<file path="src/rtl/bmdma_pkg.sv">
package bmdma_pkg;
  localparam int DATA_W = 32;
  localparam logic [2:0] OFF_CMD  = 3'd0;
  localparam logic [2:0] OFF_STAT = 3'd2;
  localparam logic [2:0] OFF_PTR  = 3'd4;

  localparam int CMD_RUN  = 0;
  localparam int CMD_DIR  = 3;
  localparam int ST_ACT   = 0;
  localparam int ST_ERR   = 1;
  localparam int ST_INT   = 2;
  localparam int ST_CAP_LO = 5;
  localparam int ST_CAP_HI = 6;

  typedef enum logic [1:0] {
    SZ_BYTE = 2'd0,
    SZ_HALF = 2'd1,
    SZ_WORD = 2'd2,
    SZ_BAD  = 2'd3
  } accSize_e;

  typedef struct packed {
    logic cmdWr;
    logic statWr;
    logic ptrWr;
    logic startGo;
    logic abortGo;
    logic badWr;
  } regStrobe_t;
endpackage

</file>
<file path="src/rtl/bmdma_ctrl.sv">
module bmdma_ctrl
  import bmdma_pkg::*;
(
  input  logic       clk,
  input  logic       rstN,
  input  logic       busWrEn,
  input  logic [2:0] busAddr,
  input  logic [1:0] busSize,
  input  logic       wrRun,
  input  logic       runQ,
  input  logic       dmaDone,
  output regStrobe_t strb,
  output logic       wrErr,
  output logic       dmaStart,
  output logic       dmaAbort
);
  logic isByte, isWord;
  logic hitCmd, hitStat, hitPtr, hitRsv;

  always_comb begin
    isByte  = (busSize == SZ_BYTE);
    isWord  = (busSize == SZ_WORD);
    hitCmd  = isByte && (busAddr == OFF_CMD);
    hitStat = isByte && (busAddr == OFF_STAT);
    hitPtr  = isWord && (busAddr == OFF_PTR);
    hitRsv  = isByte && ((busAddr == 3'd1) || (busAddr == 3'd3));

    strb.cmdWr   = busWrEn && hitCmd;
    strb.statWr  = busWrEn && hitStat;
    strb.ptrWr   = busWrEn && hitPtr;
    strb.badWr   = busWrEn && !(hitCmd || hitStat || hitPtr || hitRsv);
    // a completion in the same cycle overrides any run-bit edge
    strb.startGo = strb.cmdWr && !runQ && wrRun && !dmaDone;
    strb.abortGo = strb.cmdWr && runQ && !wrRun && !dmaDone;
  end

  always_ff @(posedge clk) begin
    if (!rstN) begin
      wrErr    <= 1'b0;
      dmaStart <= 1'b0;
      dmaAbort <= 1'b0;
    end else begin
      wrErr    <= strb.badWr;
      dmaStart <= strb.startGo;
      dmaAbort <= strb.abortGo;
    end
  end
endmodule

</file>
<file path="src/rtl/bmdma_dp.sv">
module bmdma_dp
  import bmdma_pkg::*;
#(
  parameter int ALIGN_BITS = 2
) (
  input  logic              clk,
  input  logic              rstN,
  input  regStrobe_t        strb,
  input  logic [DATA_W-1:0] busWrData,
  input  logic [2:0]        busAddr,
  input  logic [1:0]        busSize,
  input  logic              dmaDone,
  input  logic              dmaFail,
  output logic              runQ,
  output logic              dirQ,
  output logic              actQ,
  output logic              errQ,
  output logic              intQ,
  output logic [DATA_W-1:0] ptrQ,
  output logic [DATA_W-1:0] busRdData
);
  localparam int WIN_W = 32 + DATA_W;
  localparam logic [DATA_W-1:0] PTR_MASK = ~((DATA_W'(1) << ALIGN_BITS) - DATA_W'(1));

  logic [1:0]       capQ;
  logic [7:0]       cmdByte, statByte;
  logic [WIN_W-1:0] win, shifted;
  logic [3:0]       nBytes, endByte;

  always_ff @(posedge clk) begin
    if (!rstN) begin
      runQ <= 1'b0;
      dirQ <= 1'b0;
      actQ <= 1'b0;
      errQ <= 1'b0;
      intQ <= 1'b0;
      capQ <= 2'b11;
      ptrQ <= '0;
    end else begin
      if (dmaDone)          runQ <= 1'b0;
      else if (strb.cmdWr)  runQ <= busWrData[CMD_RUN];

      if (strb.cmdWr && !runQ) dirQ <= busWrData[CMD_DIR];

      if (dmaDone)            actQ <= 1'b0;
      else if (strb.startGo)  actQ <= 1'b1;
      else if (strb.abortGo)  actQ <= 1'b0;

      if (dmaDone)                                intQ <= 1'b1;
      else if (strb.statWr && busWrData[ST_INT])  intQ <= 1'b0;

      if (dmaFail)                                errQ <= 1'b1;
      else if (strb.statWr && busWrData[ST_ERR])  errQ <= 1'b0;

      if (strb.statWr) capQ <= busWrData[ST_CAP_HI:ST_CAP_LO];
      if (strb.ptrWr)  ptrQ <= busWrData & PTR_MASK;
    end
  end

  always_comb begin
    cmdByte  = '0;
    cmdByte[CMD_RUN] = runQ;
    cmdByte[CMD_DIR] = dirQ;
    statByte = '0;
    statByte[ST_ACT] = actQ;
    statByte[ST_ERR] = errQ;
    statByte[ST_INT] = intQ;
    statByte[ST_CAP_HI:ST_CAP_LO] = capQ;
    win = {ptrQ, 8'h00, statByte, 8'h00, cmdByte};
    shifted = win >> {busAddr, 3'b000};
    unique case (busSize)
      SZ_BYTE: nBytes = 4'd1;
      SZ_HALF: nBytes = 4'd2;
      SZ_WORD: nBytes = 4'd4;
      default: nBytes = 4'd0;
    endcase
    endByte = {1'b0, busAddr} + nBytes;
    busRdData = '0;
    if (nBytes != 4'd0 && endByte <= 4'd8) begin
      unique case (busSize)
        SZ_BYTE: busRdData = {24'h0, shifted[7:0]};
        SZ_HALF: busRdData = {16'h0, shifted[15:0]};
        default: busRdData = shifted[31:0];
      endcase
    end
  end
endmodule

</file>
<file path="src/rtl/bmdma_regs.sv">
module bmdma_regs
  import bmdma_pkg::*;
(
  input  logic        clk,
  input  logic        rstN,
  input  logic        busWrEn,
  input  logic [2:0]  busAddr,
  input  logic [1:0]  busSize,
  input  logic [31:0] busWrData,
  output logic [31:0] busRdData,
  output logic        wrErr,
  output logic        dmaStart,
  output logic        dmaAbort,
  output logic [31:0] dmaPtr,
  input  logic        dmaDone,
  input  logic        dmaFail
);
  regStrobe_t strb;
  logic runQ, dirQ, actQ, errQ, intQ;

  bmdma_ctrl u_ctrl (
    .clk(clk), .rstN(rstN), .busWrEn(busWrEn), .busAddr(busAddr),
    .busSize(busSize), .wrRun(busWrData[CMD_RUN]), .runQ(runQ),
    .dmaDone(dmaDone), .strb(strb), .wrErr(wrErr),
    .dmaStart(dmaStart), .dmaAbort(dmaAbort)
  );

  bmdma_dp #(.ALIGN_BITS(2)) u_dp (
    .clk(clk), .rstN(rstN), .strb(strb), .busWrData(busWrData),
    .busAddr(busAddr), .busSize(busSize), .dmaDone(dmaDone),
    .dmaFail(dmaFail), .runQ(runQ), .dirQ(dirQ), .actQ(actQ),
    .errQ(errQ), .intQ(intQ), .ptrQ(dmaPtr), .busRdData(busRdData)
  );
endmodule

</file>
<file path="config.mk">
export PLATFORM = sky130hd
export DESIGN_NAME = bmdma_regs
export DESIGN_NICKNAME = d
export VERILOG_FILES = /design/src/rtl/bmdma_pkg.sv /design/src/rtl/bmdma_ctrl.sv /design/src/rtl/bmdma_dp.sv /design/src/rtl/bmdma_regs.sv
export SDC_FILE = /design/constraint.sdc
export NUM_CORES = 1
export LEC_CHECK = 0
export BUFFER_PORTS_ARGS = -buffer_cell sky130_fd_sc_hd__buf_2
export CELL_PAD_IN_SITES_DETAIL_PLACEMENT = 1
export CELL_PAD_IN_SITES_GLOBAL_PLACEMENT = 1
export CORE_MARGIN = 2
export CORE_UTILIZATION = 39
export CTS_CLUSTER_SIZE = 14
export DETAILED_ROUTE_END_ITERATION = 10
export GPL_ROUTABILITY_DRIVEN = 0
export PLACE_DENSITY_LB_ADDON = 0.1
export SYNTH_ARGS = -nofsm -noshare
export SYNTH_HDL_FRONTEND = slang
export SYNTH_SLANG_ARGS = --single-unit
</file>
<file path="constraint.sdc">
create_clock -name clk -period 5.1 [get_ports clk]
set_input_delay 1.02 -clock clk [delete_from_list [all_inputs] [get_ports clk]]
set_output_delay 1.02 -clock clk [all_outputs]
set_load 0.01 [all_outputs]
</file>
# After elaboration in Yosys (flattened, before gate mapping)
# Cells that the tools add are included.
# totals
reg_bits	40
inputBits	42
output_inout_bits	67
elab_cells	61
# op_classes
n_addsub	1
n_lt_le_gt_ge	1
eq_ne	6
n_shift	1
mux	9
bitwise	1
n_reduce_logical	32
# op_table
op	count
32-bit case mux with 2 select lines	1
64-bit by 6-bit >> shifter with 32-bit output	1
32-bit two-way mux	1
1-bit logical AND	17
3-bit case mux with 3 select lines	1
3-bit by 2-bit == test with 1-bit output (second input constant)	2
1-bit two-way mux	6
2-bit nonzero test	3
3-bit by 3-bit adder with 4-bit output	1
4-bit <= comparator (second input constant)	1
1-bit logical NOT	4
1-bit logical OR	4
4-bit nonzero test	1
3-bit by 1-bit == test with 1-bit output (second input constant)	1
3-bit == test (second input constant)	1
3-bit logical NOT	1
2-bit by 1-bit == test with 1-bit output (second input constant)	1
2-bit == test (second input constant)	1
2-bit logical NOT	1
2-bit OR reduction	1
1-bit NOT	1

# Depth between registers and ports, before layout
# Gate-level depths: netlist of the first run.
# depth
depth_word	8
depth_mapped	10
mapped_depth_nobuf	7

# Hierarchy
# From an unflattened synthesis of the first run, not the netlist that was laid out.
# unflattened
cells_unflattened	314
hier_area_um2	2756.4
# by_module_without_submodules
mod	n_inst	cells_each	area_per_inst_um2	seq_area_each_um2
bmdma_dp	1	289	2549.9	740.7
bmdma_ctrl	1	25	206.4	60.1

# Worst setup path after synthesis of the first run
# No wires, ideal clock.
# synth_timing
path_kind	input -> output
startpoint	in busSize[1]
endpoint	out busRdData[28]
arrival_time_ns	3.033
required_time_ns	4.080
setup_slack_ns	1.047
cell_stages	9
path_buffers	3
path_cell_list	buf_2 nand2b_1 buf_2 clkbuf_1 inv_1 ha_1 xor2_1 a32oi_1 a2111oi_0
# synth_between
elab_chain_cells	6
word_cells_on_any_way	10
cone_classes	1 x add/sub; 1 x order compare; 2 x eq/ne; 3 x mux; 3 x reduce/logical
# synth_lines
element	line	rtl
from (decl)	bmdma_regs.sv:8	input logic [1:0] busSize,
2-bit == test (tied with other cells)	bmdma_dp.sv:71	unique case (busSize)
3-bit case mux with 3 select lines	bmdma_dp.sv:71	
3-bit by 3-bit adder with 4-bit output	bmdma_dp.sv:77	endByte = {1'b0, busAddr} + nBytes;
4-bit <= comparator	bmdma_dp.sv:79	if (nBytes != 4'd0 && endByte <= 4'd8) begin
1-bit logical AND	bmdma_dp.sv:79	
32-bit two-way mux (*)	bmdma_dp.sv:79	
to (decl)	bmdma_regs.sv:10	output logic [31:0] busRdData,
# Every way passes the cells marked *; elsewhere a longest branch is shown, timed or not.

# Worst setup path after layout of the first run
# layout_timing
startpoint	in busSize[0]
endpoint	out busRdData[28]
# Same word-level chain as after synthesis.

==> flow_summary.json, run 1 <==
{
  "outcome": "finished clean",
  "cts.sinks": 40,
  "place_area_sq_um": 3500,
  "worstMarginPinSlew_ps": 1160,
  "fin_nets": 499,
  "cts_setup_buffers": 0,
  "ys_ff_latch": 40,
  "yosysUniqueCellTypes": 55,
  "endpoint_kind": "output port",
  "start_util_pct": 39.8,
  "root_buffer": "clkbuf_8",
  "synth_compound_area_share_pct": 26.3,
  "syn_inst": 374,
  "clk_pin_slew_ps": 90,
  "drt_iter0_markers": 198,
  "cp_slowest_cell": "a2111oi_0",
  "vias": 3334,
  "die_height_um": 92.4,
  "dieArea_sq_um": 8530,
  "fin_cells": 556,
  "dp_hpwl_um": 8040,
  "drc_errors": 0,
  "num_antenna_cells": 0,
  "syn_to_final_growth_pct": 18.5,
  "nFillCells": 988,
  "ys_top_cells_by_area": "dfxtp_1, mux2_2, nand3_1",
  "max_cap_viol_count": 0,
  "cp_top_family": "compound AO/OA/AOI/OAI gates",
  "hold_viol": 0,
  "clockBufferDepth": 2,
  "overflow": 0,
  "numCtsBuffers": 5,
  "dpl.cell_count": 548,
  "synth_top_family_by_area": "compound AO/OA/AOI/OAI gates",
  "slew_violations": 0,
  "core_area_sq_um": 7650,
  "grt_max_degree": 55,
  "cp-start-kind": "primary input",
  "viasPerCell": 6.00,
  "synthSimpleGateAreaFrac_pct": 23.1,
  "cts_tree": "done",
  "yosys.area.top_type": "dfxtp_1",
  "cp_max_fo": 15,
  "final_common_cell": "buf_2",
  "worstSkewPairLatency_ps": 290,
  "yosysTopAreaCellShare_pct": 26.3,
  "critPathBufInv": 4,
  "grt_pass1_wl_um": 17800,
  "ys_warn_count": 0,
  "grt_pass1_vias": 3285,
  "power.density_nw_per_um2": 203,
  "syn_avg_cell_area_sq_um": 8.14,
  "rsz0062_at_grt": "no",
  "path_common_cell": "buf_2",
  "cellLeakagePower_nw": 1.50,
  "synth_edf_count": 0,
  "wl_um": 11200,
  "cp.arrival_ps": 3590,
  "htreeDepth": 2,
  "critPathKind": "in2out",
  "seq_area_frac_synth_pct": 26.3,
  "synthArstFlopShare_pct": 0,
  "post_drt_wl_per_cell_um": 20.2,
  "min_period_over_period_pct": 90.4,
  "path_cells": "buf_2 -> nor2_1 -> ha_1 -> inv_1 -> fa_1 -> xor2_1 -> a32oi_2 -> buf_4 -> a2111oi_0 -> buf_2",
  "design_area_sq_um": 3610,
  "rows": 32,
  "synth_mux_area_share_pct": 11.0,
  "peakVddDrop_mv": 0.0927,
  "ant_nets": 0,
  "crit_required_ps": 4080,
  "antenna_found_initial": 0,
  "cts_resized": 0,
  "min_period_ps": 4610,
  "final_cell_mix": "buf_2, nand3_1, dfxtp_1, a21oi_1, mux2_2",
  "ctsHoldBuffers": 0,
  "slew_headroom_pct": 22.4,
  "final.setup.tns_ps": 0,
  "final-setup-viol-count": 0,
  "synth_xor_area_share_pct": 0.288,
  "io_buffers": 106,
  "grtUsageTotal_pct": 26.0,
  "hold_class": "reg2reg",
  "cp_slowest_stage_delay_ps": 430,
  "synthFlopType": "dfxtp_1",
  "first_pass_iters": 4,
  "die_w_um": 92.4,
  "syn_area_sq_um": 3050,
  "drive_gt1_share_pct": 36.3,
  "max_freq_mhz": 217,
  "synth_adder_area_share_pct": 1.89,
  "finalClockSkew_ps": 5.24,
  "ios": 109
}
cell usage after synthesis (5+ instances only):
cell type and instances:
buf_2 14, buf_6 9, buf_4 9, nor4_1 5, nor3_1 10, o21ai_1 27
inv_1 12, mux2_2 28, nand4_1 5, o21ai_0 7, clkbuf_1 7, a221oi_1 5
a21oi_1 38, a211oi_1 14, a22oi_1 10, nand2_1 13, nand3_1 43, dfxtp_1 40
nand3b_1 6
final cells by class:
cell class | count | area, sq um | share of cell area, %
clock buffer | 5 | 68.8 | 1.91
clock inverter | 3 | 42.5 | 1.18
inverter | 13 | 48.8 | 1.35
multi-input combinational | 278 | 1920 | 53.3
sequential | 40 | 801 | 22.2
tap | 102 | 128 | 3.54
timing repair buffer | 115 | 598 | 16.6
power breakdown:
group | switching, mW | total (mW) | internal, mW | leakage [nW]
sequential | 0.00437 | 0.320 | 0.316 | 0.323
clock | 0.128 | 0.273 | 0.145 | 0.0541
combinational | 0.0917 | 0.138 | 0.0467 | 1.12
path summary, 6_finish.rpt:
kind                   start             to  slack (ps)  cells after the start
hold reg to reg    u_dp.dirQ      u_dp.dirQ         490                      2
setup reg to reg   u_dp.runQ      u_dp.dirQ        4030                      3
hold / removal     u_dp.dirQ      u_dp.dirQ         490                      2
setup / recovery  busSize[0]  busRdData[28]         490                     10
through the flow:
step	worst slack (ps)	utilization, %	hold slack, ps	power, mW
final	490	47.2	489	0.732
after global routing	352	47.2	533	0.758
after CTS	546	47.2	488	0.732
after detailed placement	553	45.7	476	0.464
after global placement	695	45.7	478	0.461
after floorplan	1050	-	437	0.419
registers in the layout, indices dropped and copies added, names as in the netlist:
register / cells
u_dp.ptrQ: 30
u_dp.intQ: 1
u_ctrl.dmaStart: 1
u_dp.actQ: 1
u_dp.capQ: 2
u_dp.errQ: 1
u_dp.dirQ: 1
u_ctrl.dmaAbort: 1
u_ctrl.wrErr: 1
u_dp.runQ: 1
per-layer routing:
layer / part of all wire [%] / global-route usage [%] / vias up
met5: 0 / 0 / -
met4: 1.6 / 6.72 / 0
met3: 5.3 / 3.99 / 12
met2: 46 / 41.6 / 114
met1: 47 / 36.6 / 1640
li1: - / - / 1568
cell families after synthesis:
logic type / after synthesis
AO/OA/AOI/OAI: 125
AND/OR/NAND/NOR: 116
buffers and inverters: 57
flip-flops: 40
multiplexers: 30
adder cells (fa/ha/maj): 4
other: 1
XOR/XNOR: 1
worst register-to-register path, cell delays in order, from the launching register on:
cell	delay (ps)
dfxtp_1	370
nor3_1	360
nand3_1	120
a21oi_1	130
(Power assumes the default switching activity.)
==> inputs of run 2 (changes only) <==
--- a/config.mk
+++ b/config.mk
@@ -8,6 +8,7 @@
 export BUFFER_PORTS_ARGS = -buffer_cell sky130_fd_sc_hd__buf_2
 export CELL_PAD_IN_SITES_DETAIL_PLACEMENT = 1
 export CELL_PAD_IN_SITES_GLOBAL_PLACEMENT = 1
+export CORE_ASPECT_RATIO = 0.7
 export CORE_MARGIN = 2
 export CORE_UTILIZATION = 39
 export CTS_CLUSTER_SIZE = 14
==> constraint.sdc (replaced) <==
create_clock -name clk -period 5.1 [get_ports clk]
set_input_delay 0.765 -clock clk [delete_from_list [all_inputs] [get_ports clk]]
set_output_delay 0.765 -clock clk [all_outputs]
set_load 0.01 [all_outputs]
==> flow_summary.json, run 2 (same netlist as run 1, synthesis figures left out) <==
{
  "outcome": "finished clean",
  "cts_tree": "done",
  "overflow": 0,
  "nFillCells": 956,
  "worst_slack_ps": 1010,
  "p_sw_mw": 0.222,
  "die_height_um": 77.9,
  "drc_errors": 0,
  "p_comb_share_pct": 20.3,
  "first_pass_iters": 5,
  "drive_gt1_share_pct": 35.9,
  "power.density_nw_per_um2": 190,
  "final.setup.tns_ps": 0,
  "fin_nets": 497,
  "crit_required_ps": 4340,
  "slew_violations": 0,
  "power.internal_mw": 0.454,
  "ctsHoldBuffers": 0,
  "max_freq_mhz": 245,
  "dp_hpwl_um": 8080,
  "final_common_cell": "buf_2",
  "drt_iter0_markers": 266,
  "cp.arrival_ps": 3320,
  "clockBufferDepth": 2,
  "post-place-ws_ps": 1090,
  "cp_max_fo": 32,
  "wl_um": 11400,
  "vias": 3320,
  "max_cap_viol_count": 0,
  "start_util_pct": 41.1,
  "hold_class": "reg2reg",
  "critPathKind": "in2out",
  "root_buffer": "clkbuf_8",
  "grt_max_degree": 55,
  "cp-start-kind": "primary input",
  "grtUsageTotal_pct": 26.6,
  "worstMarginPinSlew_ps": 1170,
  "die_w_um": 110,
  "core_area_sq_um": 7420,
  "grt_busiest_layer": "met1",
  "antenna_found_initial": 0,
  "ios": 109,
  "rows": 26,
  "use_met2_pct": 38.3,
  "endpoint_kind": "output port",
  "use_met3_pct": 3.87,
  "post_drt_wl_per_cell_um": 20.8,
  "final_cell_mix": "buf_2, nand3_1, dfxtp_1, a21oi_1, mux2_2",
  "seq_power_share_pct": 47.3,
  "slew_headroom_pct": 21.7,
  "hold_viol": 0,
  "regArea_sq_um": 801,
  "final-setup-viol-count": 0,
  "cts.sinks": 40,
  "min_period_ps": 4090,
  "num_antenna_cells": 0,
  "viasPerCell": 6.05,
  "numCtsBuffers": 5,
  "htreeDepth": 2,
  "biggestRegsByFlops": "u_dp.ptrQ x30, u_dp.capQ x2",
  "rsz0062_at_grt": "no",
  "cts_resized": 0,
  "syn_to_final_growth_pct": 16.8,
  "switching_share_pct": 32.9,
  "power.share.clock_pct": 32.4,
  "largest_reg_flops": 30,
  "cellLeakagePower_nw": 1.47,
  "min_period_over_period_pct": 80.2,
  "grt_pass1_wl_um": 17400,
  "peakVddDrop_mv": 0.0947,
  "multiInputGateArea_sq_um": 1920,
  "clk_pin_slew_ps": 80,
  "use_met1_pct": 40.9,
  "ant_nets": 0,
  "grt_pass1_vias": 3127,
  "worstSkewPairLatency_ps": 300,
  "io_buffers": 106,
  "finalClockSkew_ps": 0.278,
  "cts_setup_buffers": 0,
  "dieArea_sq_um": 8540,
  "regMostFlops": "u_dp.ptrQ"
}
run 2: changes by cell type in the layout (fill, tap and decap cells not counted), sizes merged:
| cell | change |
|---|---|
| buf | -2 |
| bufinv | -1 |
run 2: through the flow:
step	instance area, sq um	hold WS (ps)	total power [mW]	instances	utilization [%]
4_1_cts	3560	482	0.676	549	48.0
6_report	3560	480	0.676	549	48.0
2_1_floorplan	3050	437	0.419	375	-
5_1_grt	3560	519	0.703	549	48.0
3_5_place_dp	3480	470	0.462	542	46.9
3_3_place_gp	3480	468	0.459	542	46.9
run 2: path summary, 6_finish.rpt:
| path | from | to | slack (ps) | cells after the start |
|---|---|---|---|---|
| setup / recovery | busSize[0] | busRdData[28] | 1010 | 9 |
| hold / removal | u_dp.dirQ | u_dp.dirQ | 480 | 2 |
| setup reg to reg | u_dp.runQ | u_dp.dirQ | 3990 | 3 |
| hold reg to reg | u_dp.dirQ | u_dp.dirQ | 480 | 2 |
run 2: layer usage:
metal / up-vias / part of all wire, %
met5: - / 0
li1: 1556 / -
met3: 7 / 6.7
met4: 0 / 0.75
met2: 127 / 44
met1: 1630 / 49
run 2: power by group through the flow:
stage / sequential [mW] / combinational (mW) / clock [mW]
global route: 0.320 / 0.148 / 0.235
global placement: 0.327 / 0.132 / 0
floorplan: 0.326 / 0.0928 / 0
finish: 0.320 / 0.137 / 0.219
CTS: 0.320 / 0.135 / 0.221
detailed placement: 0.327 / 0.135 / 0
run 2: worst max-delay path, cell delays in order:
cell       delay (ps)
buf_2             170
nand2b_1          630
inv_1             100
ha_1              350
xor2_1            190
a32oi_2           120
buf_4             250
a2111oi_0         510
buf_2             230
run 2: final cells by class:
class,instances,area share [%]
Clock buffer,5,1.93
Sequential cell,40,22.5
Multi-Input combinational cell,278,54.0
Tap cell,98,3.45
Clock inverter,2,0.352
Inverter,13,1.37
Timing Repair Buffer,113,16.4
==> inputs of run 3 (changes only) <==
--- a/config.mk
+++ b/config.mk
@@ -10,7 +10,7 @@
 export CELL_PAD_IN_SITES_GLOBAL_PLACEMENT = 1
 export CORE_ASPECT_RATIO = 0.7
 export CORE_MARGIN = 2
-export CORE_UTILIZATION = 39
+export CORE_UTILIZATION = 36
 export CTS_CLUSTER_SIZE = 14
 export DETAILED_ROUTE_END_ITERATION = 10
 export GPL_ROUTABILITY_DRIVEN = 0
==> constraint.sdc (replaced) <==
create_clock -name clk -period 4 [get_ports clk]
set_input_delay 0.6 -clock clk [delete_from_list [all_inputs] [get_ports clk]]
set_output_delay 0.6 -clock clk [all_outputs]
set_load 0.01 [all_outputs]
==> flow_summary.json, run 3 (same netlist as run 1, synthesis figures left out) <==
{
  "hold_class": "reg2reg",
  "nFillCells": 1058,
  "r2r-start": "u_dp.runQ",
  "vias": 3323,
  "drc_errors": 0,
  "final_cell_mix": "buf_2, nand3_1, dfxtp_1, a21oi_1, mux2_2",
  "max_freq_mhz": 267,
  "cp_max_fo": 21,
  "critPathKind": "in2out",
  "slew_violations": 0,
  "ios": 109,
  "peakVddDrop_mv": 0.177,
  "io_buffers": 106,
  "cts_setup_buffers": 0,
  "first_pass_iters": 5,
  "overflow": 0,
  "outcome": "finished clean",
  "post-place-ws_ps": 333,
  "hold_viol": 0,
  "dp_hpwl_um": 8310,
  "cp-start-kind": "primary input",
  "root_buffer": "clkbuf_16",
  "worst_slack_ps": 252,
  "cts.sinks": 40,
  "core_area_sq_um": 8340,
  "start_util_pct": 36.5,
  "cellLeakagePower_nw": 1.54,
  "slew_headroom_pct": 24.3,
  "final_util_pct": 44.4,
  "power.density_nw_per_um2": 289,
  "grt_pass1_wl_um": 17900,
  "numCtsBuffers": 5,
  "cts_tree": "done",
  "ctsHoldBuffers": 0,
  "grt_pass1_vias": 3224,
  "max_cap_viol_count": 0,
  "regMostFlops": "u_dp.ptrQ",
  "htreeDepth": 2,
  "syn_to_final_growth_pct": 21.4,
  "clockBufferDepth": 2,
  "clk_pin_slew_ps": 60,
  "fin_nets": 500,
  "viasPerCell": 5.93,
  "largest_reg_flops": 30,
  "finalClockSkew_ps": 0.266,
  "hp-start": "u_dp.dirQ",
  "endpoint_kind": "output port",
  "worstMarginPinSlew_ps": 1130,
  "grtUsageTotal_pct": 24.8,
  "final_common_cell": "buf_2",
  "post_drt_wl_per_cell_um": 20.5,
  "crit_required_ps": 3400,
  "hold_slack_ps": 481,
  "min_period_over_period_pct": 93.7,
  "die_height_um": 81.0,
  "dieArea_sq_um": 9220,
  "antenna_found_initial": 0,
  "rsz0062_at_grt": "no",
  "grt_max_degree": 55,
  "wl_um": 11500,
  "min_period_ps": 3750,
  "fin_cells": 560,
  "final-setup-viol-count": 0,
  "cts_resized": 0,
  "final.setup.tns_ps": 0,
  "die_w_um": 114,
  "crit_start": "busSize[1]",
  "ant_nets": 0,
  "biggestRegsByFlops": "u_dp.ptrQ x30, u_dp.capQ x2",
  "num_antenna_cells": 0,
  "rows": 28,
  "cp.arrival_ps": 3150,
  "drive_gt1_share_pct": 36.5,
  "drt_iter0_markers": 232,
  "worstSkewPairLatency_ps": 280,
  "dpl.cell_count": 552
}
-- run 3: cell count changes in the layout (fill, tap and decap cells not counted) --
| cell | change |
|---|---|
| clkbuf_16 | +5 |
| clkbuf_8 | -4 |
| buf_4 | +2 |
| buf_12 | +1 |
| bufinv_16 | +1 |
| clkinv_2 | -1 |
| clkinv_4 | +1 |
| clkinvlp_4 | -1 |
-- run 3: area by class of cell --
class,count,area (sq um),area share (%)
Inverter,13,48.8,1.32
Sequential cell,40,801,21.7
Clock inverter,2,38.8,1.05
Multi-Input combinational cell,278,1920,52.0
Timing Repair Buffer,116,618,16.7
Tap cell,105,131,3.55
Clock buffer,6,139,3.76
-- run 3: critical path, stage by stage --
cell and delay [ps]:
buf_2 160, nor2_1 240, ha_1 220, inv_1 60, fa_1 380, xor2_1 180
a32oi_2 330, buf_12 270, a2111oi_0 470, buf_2 230
-- run 3: path summary, 6_finish.rpt --
| check | cells after the start | end | slack, ps |
|---|---|---|---|
| setup / recovery | 10 | busRdData[28] | 250 |
| hold / removal | 2 | u_dp.dirQ | 480 |
| setup reg to reg | 3 | u_dp.actQ | 2890 |
| hold reg to reg | 2 | u_dp.dirQ | 480 |
-- run 3: per-layer routing --
metal	global-route usage, %	wire length (um)	up-vias
met3	4.03	989	9
met4	5.24	102	0
met2	37.2	4930	126
met5	0	0	-
met1	37.1	5440	1623
li1	-	-	1565
-- run 3: power by group --
part / internal [mW] / total [mW] / switching (mW)
combinational: 0.0619 / 0.179 / 0.117
clock: 0.313 / 0.484 / 0.171
sequential: 0.403 / 0.408 / 0.00532
total: 0.777 / 1.07 / 0.293
-- run 3: through the flow --
step | total power [mW] | area [sq um]
after floorplan | 0.534 | 3050
after global placement | 0.592 | 3520
after detailed placement | 0.594 | 3520
after CTS | 1.07 | 3700
after global routing | 1.11 | 3700
final | 1.07 | 3700
